File: src/rtl/gu_pkg.sv
package gu_pkg;
    localparam int REG_W = 5;

    typedef logic [REG_W-1:0] reg_t;

    typedef enum logic [1:0] {
        CL_OTHER = 2'd0,
        CL_ALU   = 2'd1,
        CL_LOAD  = 2'd2,
        CL_STORE = 2'd3
    } cls_e;

    typedef enum logic [1:0] {
        AU_NONE = 2'd0,
        AU_PRIM = 2'd1,
        AU_CASC = 2'd2
    } alu_e;

    typedef struct packed {
        logic vld;
        cls_e cls;
        reg_t rs1;
        reg_t rs2;
        reg_t rd;
        logic npc;
    } slot_t;

    typedef struct packed {
        logic vld;
        reg_t rd;
    } hist_t;

    function automatic logic is_mem(input cls_e c);
        return (c == CL_LOAD) || (c == CL_STORE);
    endfunction

    function automatic logic writes_rd(input slot_t s);
        return ((s.cls == CL_ALU) || (s.cls == CL_LOAD)) && (s.rd != '0);
    endfunction

    function automatic logic reads_reg(input slot_t s, input reg_t r);
        return (r != '0) && ((s.rs1 == r) || (s.rs2 == r));
    endfunction
endpackage

File: src/rtl/gu_depmat.sv
module gu_depmat
    import gu_pkg::*;
#(
    parameter int NSLOT = 3
) (
    input  slot_t            slots  [NSLOT],
    input  hist_t            hist,
    output logic [NSLOT-1:0] wr_hit [NSLOT],
    output logic [NSLOT-1:0] ld_hit [NSLOT],
    output logic [NSLOT-1:0] pv_hit
);
    for (genvar k = 0; k < NSLOT; k++) begin : g_row
        for (genvar j = 0; j < NSLOT; j++) begin : g_col
            if (j < k) begin : g_older
                assign wr_hit[k][j] = writes_rd(slots[j]) && reads_reg(slots[k], slots[j].rd);
                assign ld_hit[k][j] = (slots[j].cls == CL_LOAD) && reads_reg(slots[k], slots[j].rd);
            end else begin : g_none
                assign wr_hit[k][j] = 1'b0;
                assign ld_hit[k][j] = 1'b0;
            end
        end
        assign pv_hit[k] = hist.vld && is_mem(slots[k].cls) && reads_reg(slots[k], hist.rd);
    end
endmodule

File: src/rtl/gu_former.sv
module gu_former
    import gu_pkg::*;
#(
    parameter int NSLOT = 3,
    localparam int CW = $clog2(NSLOT + 1)
) (
    input  slot_t            slots  [NSLOT],
    input  logic [NSLOT-1:0] wr_hit [NSLOT],
    input  logic [NSLOT-1:0] ld_hit [NSLOT],
    input  logic [NSLOT-1:0] pv_hit,
    output logic [CW-1:0]    size,
    output alu_e             alu    [NSLOT],
    output logic             bubble,
    output hist_t            hist_nxt
);
    logic             open;
    logic             mem_seen;
    logic [1:0]       alu_cnt;
    logic [NSLOT-1:0] joined;
    logic             ok;

    always_comb begin
        bubble   = slots[0].vld && pv_hit[0];
        open     = !bubble;
        mem_seen = 1'b0;
        alu_cnt  = 2'd0;
        joined   = '0;
        size     = '0;
        hist_nxt = '0;
        ok       = 1'b0;
        for (int k = 0; k < NSLOT; k++) begin
            alu[k] = AU_NONE;
            ok = slots[k].vld && open;
            if (k > 0) begin
                if (is_mem(slots[k].cls) && mem_seen) ok = 1'b0;
                if (is_mem(slots[k].cls) && |(wr_hit[k] & joined)) ok = 1'b0;
                if (|(ld_hit[k] & joined)) ok = 1'b0;
                if ((slots[k].cls == CL_ALU) && (alu_cnt == 2'd2)) ok = 1'b0;
                if (pv_hit[k]) ok = 1'b0;
            end
            if (ok) begin
                joined[k] = 1'b1;
                size      = size + CW'(1);
                if (is_mem(slots[k].cls)) mem_seen = 1'b1;
                if (slots[k].cls == CL_ALU) begin
                    if (alu_cnt == 2'd0) begin
                        alu[k] = AU_PRIM;
                    end else begin
                        alu[k]       = AU_CASC;
                        hist_nxt.vld = 1'b1;
                        hist_nxt.rd  = slots[k].rd;
                    end
                    alu_cnt = alu_cnt + 2'd1;
                end
                if (slots[k].npc) open = 1'b0;
            end else begin
                open = 1'b0;
            end
        end
    end
endmodule

File: src/rtl/gu_hist.sv
module gu_hist
    import gu_pkg::*;
(
    input  logic  clk,
    input  logic  rst,
    input  hist_t nxt,
    output hist_t cur
);
    always_ff @(posedge clk) begin
        if (rst) cur <= '0;
        else     cur <= nxt;
    end
endmodule

File: src/rtl/grp_unit.sv
module grp_unit
    import gu_pkg::*;
#(
    parameter int NSLOT = 3,
    localparam int CW = $clog2(NSLOT + 1)
) (
    input  logic                   clk,
    input  logic                   rst,
    input  logic [NSLOT-1:0]       q_vld,
    input  logic [2*NSLOT-1:0]     q_cls,
    input  logic [REG_W*NSLOT-1:0] q_rs1,
    input  logic [REG_W*NSLOT-1:0] q_rs2,
    input  logic [REG_W*NSLOT-1:0] q_rd,
    input  logic [NSLOT-1:0]       q_npc,
    output logic [CW-1:0]          grp_size,
    output logic [CW-1:0]          deq_cnt,
    output logic [2*NSLOT-1:0]     alu_sel,
    output logic                   bubble
);
    slot_t            slots  [NSLOT];
    alu_e             alu    [NSLOT];
    logic [NSLOT-1:0] wr_hit [NSLOT];
    logic [NSLOT-1:0] ld_hit [NSLOT];
    logic [NSLOT-1:0] pv_hit;
    hist_t            h_cur;
    hist_t            h_nxt;

    for (genvar k = 0; k < NSLOT; k++) begin : g_slot
        assign slots[k].vld = q_vld[k];
        assign slots[k].cls = cls_e'(q_cls[2*k +: 2]);
        assign slots[k].rs1 = q_rs1[REG_W*k +: REG_W];
        assign slots[k].rs2 = q_rs2[REG_W*k +: REG_W];
        assign slots[k].rd  = q_rd[REG_W*k +: REG_W];
        assign slots[k].npc = q_npc[k];
        assign alu_sel[2*k +: 2] = alu[k];
    end

    gu_depmat #(.NSLOT(NSLOT)) u_dep (
        .slots  (slots),
        .hist   (h_cur),
        .wr_hit (wr_hit),
        .ld_hit (ld_hit),
        .pv_hit (pv_hit)
    );

    gu_former #(.NSLOT(NSLOT)) u_form (
        .slots    (slots),
        .wr_hit   (wr_hit),
        .ld_hit   (ld_hit),
        .pv_hit   (pv_hit),
        .size     (grp_size),
        .alu      (alu),
        .bubble   (bubble),
        .hist_nxt (h_nxt)
    );

    gu_hist u_hist (
        .clk (clk),
        .rst (rst),
        .nxt (h_nxt),
        .cur (h_cur)
    );

    assign deq_cnt = grp_size;
endmodule

File: config.mk
export PLATFORM = sky130hd
export DESIGN_NAME = grp_unit
export DESIGN_NICKNAME = d
export VERILOG_FILES = /design/src/rtl/gu_pkg.sv /design/src/rtl/gu_depmat.sv /design/src/rtl/gu_former.sv /design/src/rtl/gu_hist.sv /design/src/rtl/grp_unit.sv
export SDC_FILE = /design/constraint.sdc
export NUM_CORES = 1
export LEC_CHECK = 0
export BUFFER_PORTS_ARGS = -buffer_cell sky130_fd_sc_hd__buf_2
export CELL_PAD_IN_SITES_DETAIL_PLACEMENT = 1
export CELL_PAD_IN_SITES_GLOBAL_PLACEMENT = 2
export CORE_ASPECT_RATIO = 0.6
export CORE_MARGIN = 5
export CORE_UTILIZATION = 25
export CTS_BUF_LIST = sky130_fd_sc_hd__clkbuf_16
export DETAILED_ROUTE_END_ITERATION = 8
export PLACE_DENSITY = 0.89
export SYNTH_ARGS = -nofsm -noshare
export SYNTH_HDL_FRONTEND = slang
export SYNTH_SLANG_ARGS = --single-unit
File: constraint.sdc
create_clock -name clk -period 3 [get_ports clk]
set_input_delay 0 -clock clk [delete_from_list [all_inputs] [get_ports clk]]
set_output_delay 0 -clock clk [all_outputs]
set_load 0.01 [all_outputs]
## Word-level counts from Yosys, hierarchy flattened

Index checks and enable logic that the tools add are counted.

- Add/sub/neg operators: 3
- Eq/ne operators: 23
- Multiplexer cells: 39
- Bitwise logic cells: 4
- Reduce and logical (&&, ||, !) cells: 51

Operators with widths:

| kind | number |
|---|---|
| $eq A5 B5 Y1 | 12 |
| $mux W6 | 6 |
| $logic_and A1 B1 Y1 | 30 |
| $mux W1 | 22 |
| $mux W2 | 11 |
| $eq A2 B2 Y1 const B | 8 |
| $reduce_bool A5 Y1 | 3 |
| $reduce_or A3 Y1 | 4 |
| $logic_or A1 B1 Y1 | 11 |
| $eq A2 B1 Y1 const B | 3 |
| $add A2 B1 Y2 const B | 2 |
| $and A2 B2 Y2 | 2 |
| $logic_not A2 Y1 | 2 |
| $add A1 B1 Y2 const B | 1 |
| $and A1 B1 Y1 | 2 |
| $logic_not A1 Y1 | 1 |

- Register bits after elaboration: 6
- Bits of input ports: 59
- Output and inout port bits: 11
- Logic and storage cells: 122

## Depth between registers and ports, before layout

- Depth after elaboration: 24
- Depth in mapped cells: 14
- Depth with buffers taken out: 12

## Hierarchy

Synthesis repeated with hierarchy kept, for this count alone.

- Cells, all modules: 193
- Area total of the unflattened synthesis: 1516.5 µm²

Modules (own cells, without submodules):

| module | times used | cells each | area an instance (µm²) | seq. area each (µm²) |
|---|---|---|---|---|
| gu_depmat | 1 | 134 | 999.7 | 0.0 |
| gu_former | 1 | 45 | 344.1 | 0.0 |
| gu_hist | 1 | 12 | 157.7 | 120.1 |
| grp_unit | 1 | 2 | 15.0 | 0.0 |

## Worst setup path after synthesis

No wires, ideal clock.

- Path type: reg2reg
- Start point: register u_hist.cur[1] in the netlist's numbering
- End point: register u_hist.cur[0] in the netlist's numbering
- Library setup time: 0.120 ns
- Arrival: 2.546 ns
- Data required time: 2.880 ns
- Slack: 0.334 ns
- Cell stages (with the launch flop): 12
- Buffers on the path: 2
- Clock period less this slack: 2.666 ns
- Cell sequence: dfxtp_1 > buf_6 > or4_4 > o21ai_4 > o31a_4 > nand2_1 > ha_1 > nor2_1 > or4b_4 > buf_6 > mux2i_1 > nor2_1

- Word-level cells in the longest chain between the ends: 24
- Elaborated cells on any way between the ends: 68
- Classes of those cells: add/sub (1); eq/ne (8); mux (28); bitwise (4); reduce/logical (27)

Ends and longest elaborated chain:

| what | RTL line | text |
|---|---|---|
| start: declaration | gu_hist.sv:7 | `output hist_t cur` |
| start signal: assignment | gu_hist.sv:11 | `else cur <= nxt;` |
| $eq A5 B5 Y1 | gu_pkg.sv:42 | `return (r != '0) && ((s.rs1 == r) \|\| (s.rs2 == r));` |
| $logic_or A1 B1 Y1 | gu_pkg.sv:42 |  |
| $logic_and A1 B1 Y1 | gu_pkg.sv:42 |  |
| $logic_and A1 B1 Y1 | gu_depmat.sv:22 | `assign pv_hit[k] = hist.vld && is_mem(slots[k].cls) && reads_reg(slots[k], hist.rd);` |
| $logic_and A1 B1 Y1 | gu_former.sv:23 | `bubble = slots[0].vld && pv_hit[0];` |
| $logic_not A1 Y1 | gu_former.sv:24 | `open = !bubble;` |
| $logic_and A1 B1 Y1 | gu_former.sv:33 | `ok = slots[k].vld && open;` |
| $mux W1 | gu_former.sv:41 | `if (ok) begin` |
| [... 8 more ...] | n/a |  |
| $and A2 B2 Y2 | gu_former.sv:36 | `if (is_mem(slots[k].cls) && \|(wr_hit[k] & joined)) ok = 1'b0;` |
| $reduce_or A3 Y1 | gu_former.sv:36 |  |
| $logic_and A1 B1 Y1 | gu_former.sv:36 |  |
| $mux W1 | gu_former.sv:36 |  |
| $mux W1 | gu_former.sv:37 | `if (\|(ld_hit[k] & joined)) ok = 1'b0;` |
| $mux W1 | gu_former.sv:38 | `if ((slots[k].cls == CL_ALU) && (alu_cnt == 2'd2)) ok = 1'b0;` |
| $mux W1 | gu_former.sv:39 | `if (pv_hit[k]) ok = 1'b0;` |
| $mux W6 * | gu_former.sv:41 |  |

Mark *: on every way between the ends. The rest lies on a longest branch, timed or not.
A chain may end at the register's enable or synchronous reset.

## Final worst setup path

- Start point: register u_hist.cur[1] in the netlist's numbering
- End point: output grp_size[1]

- Word-level cells in the longest chain between the ends: 24
- Elaborated cells on any way between the ends: 65
- Classes of those cells: add/sub (3); eq/ne (8); mux (25); bitwise (4); reduce/logical (25)

Ends and longest elaborated chain:

| what | RTL line | text |
|---|---|---|
| $eq A5 B5 Y1 | gu_pkg.sv:42 |  |
| $logic_or A1 B1 Y1 | gu_pkg.sv:42 |  |
| $logic_and A1 B1 Y1 | gu_pkg.sv:42 |  |
| $logic_and A1 B1 Y1 | gu_depmat.sv:22 |  |
| $logic_and A1 B1 Y1 | gu_former.sv:23 |  |
| $logic_not A1 Y1 | gu_former.sv:24 |  |
| $logic_and A1 B1 Y1 | gu_former.sv:33 |  |
| $mux W1 | gu_former.sv:41 |  |
| [... 8 more ...] | n/a |  |
| $and A2 B2 Y2 | gu_former.sv:36 |  |
| $reduce_or A3 Y1 | gu_former.sv:36 |  |
| $logic_and A1 B1 Y1 | gu_former.sv:36 |  |
| $mux W1 | gu_former.sv:36 |  |
| $mux W1 | gu_former.sv:37 |  |
| $mux W1 | gu_former.sv:38 |  |
| $mux W1 | gu_former.sv:39 |  |
| $mux W2 * | gu_former.sv:41 |  |
| end: declaration | grp_unit.sv:15 | `output logic [CW-1:0] grp_size,` |

Marks and branches as above.

==> summary.md <==
| Metric | Value |
|---|---|
| Status | finished clean |
| Complex-gate fraction of the synthesized area | a little under a tenth |
| DR WL/cell | 15.5 um |
| Die extent in x | between 100 and 150 um |
| Number of synthesized register bits | 6 |
| Sequential area share after synthesis | about 8.3% |
| Data required time of the worst path | about 3.0 ns |
| Clock Path Buffers | 2 |
| RSZ-0062 raised after global routing | no |
| Mux cell area share after synthesis | between 4 and 5% |
| # clock sinks | 6 |
| Top reg by flops | u_hist.cur |
| R2r setup slk | 0.28 ns |
| Cell chain of the critical path | or4_4 -> o21ai_4 -> o31a_4 -> nand2_1 -> inv_1 -> ha_1 -> nand3_1 -> nand2_1 -> o21ai_0 -> and3_2 -> mux2i_2 -> buf_2 |
| Largest registers | u_hist.cur (6) |
| Worst hold-check path type | input port to flop |
| Number of flip-flops under the largest register name | 6 |
| Area Overhead vs Synth | 34.4% |
| Root buf cell | clkbuf_16 |
| CP max FO | 8 |
| Final wirelength | around 5 mm |
| Clock Skews | around 0.0028 ns |
| Synth Warn # | 0 |
| FF-to-FF Start | u_hist.cur[1]$_SDFF_PP0_ |
| Syn nets | between 200 and 300 |
| Synth cell types | 34 |
| H-tree depth | 1 |
| VDD IR max | roughly 0.00015 V |
| Worst reg2reg path depth | 9 |
| Residual DRC | 0 |
| Total track usage | between 10% and 20% |
| Hold-fix buffers, CTS | 0 |
| Max Slew Vio Count | 0 |
| Post-layout min period | about 2.8 ns |
| Initial antenna violation count | 0 |
| Gr ovfl total | 0 |
| Die area | about 0.0075 mm2 |
| Final Setup Violations | 0 |
| Fmax | roughly 360 MHz |
| Vias per cell | between 4 and 5 |
| Diode count | 0 |
| Crit path from | u_hist.cur[1]$_SDFF_PP0_ |
| Largest net degree at the start of global routing | 9 |
| Worst hold margin | approximately 0.014 ns |
| Synth Area in XOR/XNOR | 36.8% |
| Die Ht | slightly below 70 um |
| Mapped Cells | 188 |
| Max Cap Viol | 0 |
| Multi-input gate area | 0.00123 mm2 |
| Worst setup endpoint | grp_size[1] |
| Final nets | 320 |
| Critical Path AT | between 2 and 3 ns |
| Worst slew margin | about two thirds |
| Pwr Density | about 240 mW/mm2 |
| CORE AREA | roughly 0.0056 mm2 |
| Share of cells above drive strength 1 | approximately two fifths |
| Top FF cell, synth | dfxtp_1 |
| Worst setup path class | flop to primary output |
| Netlist Area Pre-Place | 0.00145 mm2 |
| Setup Fix Bufs, Post-CTS | 0 |
| Crit-path slowest cell | or4_4 |
| Clk slew on worst S/H paths | about 0.04 ns |
| IO Port Bufs | 67 |
| Detailed placement HPWL | between 4 and 5 mm |
| CP Launch Type | flop |
| CTS resizes | 0 |
| Vias in the first global route | approximately 1,600 |
| GPL Wtd Cong | roughly 0.84 |
| Synth async-reset ratio | 0% |
| Hold Path Depth | 3 |
| Total power draw | 0.478 mW |
| R2R Path End | u_hist.cur[4]$_SDFF_PP0_ |
| Synth Area in Simple Gates | a little under a quarter |
| Sequential cell area | ~130 um2 |
| Num CTS Buffers | 3 |
| Drt initial violations | 54 |
| Via Count | roughly 1,500 |
| First-pass iteration count of the detailed router | 4 |
| Initial core utilization | between 20% and 30% |
| Leakage | approximately 1.0 nW |
| Final period util | 93.5% |
| Most common cell on crit path | nand2_1 |
| CP peak stage delay | between 0.5 and 0.6 ns |
| Ports | 70 |
| CTS tree | yes |
| First-pass GRT wire length | around 8 mm |
| Final-layout fill cell count | between 700 and 800 |
| Hold Vio Cnt, Final | 0 |
| Slew @ Worst Pin | 0.494 ns |
| ANT nets after route | 0 |
| Worst-Skew Late Latency | 0.23 ns |
| Num rows | 21 |
| Setup TNS | 0 ns |
| Post-synth EDFFs | 0 |
| Synth Area in Adders | around 8.6% |
| Crit end category | primary output |
| Combinational family with the most area after synthesis | XOR/XNOR gates |
| Synthesized area per cell | slightly below 8 um2 |
placed cells by master (no fill, tap or decap), types with 3 or more instances in the layout:
cell type  Yosys  routed
a22oi_1        6       5
and4_2         5       5
buf_2          3      67
buf_4          4       5
clkbuf_16      0       3
dfxtp_2        0       4
ha_1          10       9
inv_1          9       9
mux2i_1        6       5
nand2_1        5       5
nor2_1        26      26
nor3_1        15      13
o21ai_0        4       4
xor2_1        61      61
cell families (layout without fill, tap and decap cells):
kind of cell / after synthesis / in the layout
and+or+nand+nor: 62 / 62
AOI/OAI and AO/OA: 17 / 17
DFF: 6 / 6
muxes: 6 / 6
adders and majority gates: 10 / 10
xor gates and xnor gates: 61 / 61
buffers and inverters: 25 / 86
other: 1 / 1
metal layers:
layer	global-route usage, %	routed length, um	vias up
met4	3.08	59	0
met2	20.1	2120	47
met1	19.3	2550	663
met5	0	0	-
li1	-	-	745
met3	2.71	358	6
Yosys cell counts, types with 2 or more instances:
cell      count  share of area (%)
mux2i_1       6                4.1
a22oi_1       6                3.1
nand2_1       5                1.3
nor2_1       26                6.7
ha_1         10                8.6
o32ai_1       2                1.2
nor3_1       15                5.2
and4_2        5                3.4
dfxtp_1       6                8.3
xor2_1       61                 37
buf_4         4                2.1
clkbuf_1      5                1.3
buf_6         2                1.6
o21ai_0       4                1.4
o311ai_0      2                1.2
buf_2         3                1.0
inv_1         9                2.3
per-stage QoR:
stage	std cells	setup WS, ns	area (um2)	utilization (%)
2_1_floorplan	188	0.334	1450	-
3_3_place_gp	326	0.260	1840	32.8
3_5_place_dp	326	0.188	1840	32.8
4_1_cts	329	0.0808	1910	34.2
5_1_grt	329	0.00246	1950	34.9
6_report	329	0.194	1950	34.9
worst min-delay path by stage:
stage,startpoint,end,slack (ns)
finish,q_rd[12],u_hist.cur[2]$_SDFF_PP0_,0.01
global route,q_rd[12],u_hist.cur[2]$_SDFF_PP0_,0.03
CTS,q_rd[12],u_hist.cur[2]$_SDFF_PP0_,0.01
detailed placement,q_rd[13],u_hist.cur[3]$_SDFF_PP0_,0.25
global placement,q_rd[11],u_hist.cur[1]$_SDFF_PP0_,0.25
floorplan,q_rd[10],u_hist.cur[0]$_SDFF_PP0_,0.14
critical path, delay by kind of cell (launching register included):
family	cells	cell delay (ns)
and+or+nand+nor	5	1.09
AOI/OAI and AO/OA	3	0.47
DFF	1	0.34
buffers and inverters	2	0.27
adders and majority gates	1	0.22
muxes	1	0.18
report_power, final:
| part | internal (mW) | switching (mW) | total, mW |
|---|---|---|---|
| clock network | 0.171 | 0.0484 | 0.220 |
| logic | 0.0800 | 0.0975 | 0.178 |
| registers | 0.0803 | 0.000167 | 0.0805 |
| total | 0.332 | 0.146 | 0.478 |
layout make-up:
cell class / instances / share of cell area, %
inverters: 11 / 2.25
well taps: 80 / 5.13
multi-input cells: 157 / 63.2
flip-flops and latches: 6 / 6.41
clock buffers: 3 / 3.85
repair buffers: 72 / 19.1
Power figures use the tool's default switching activity.
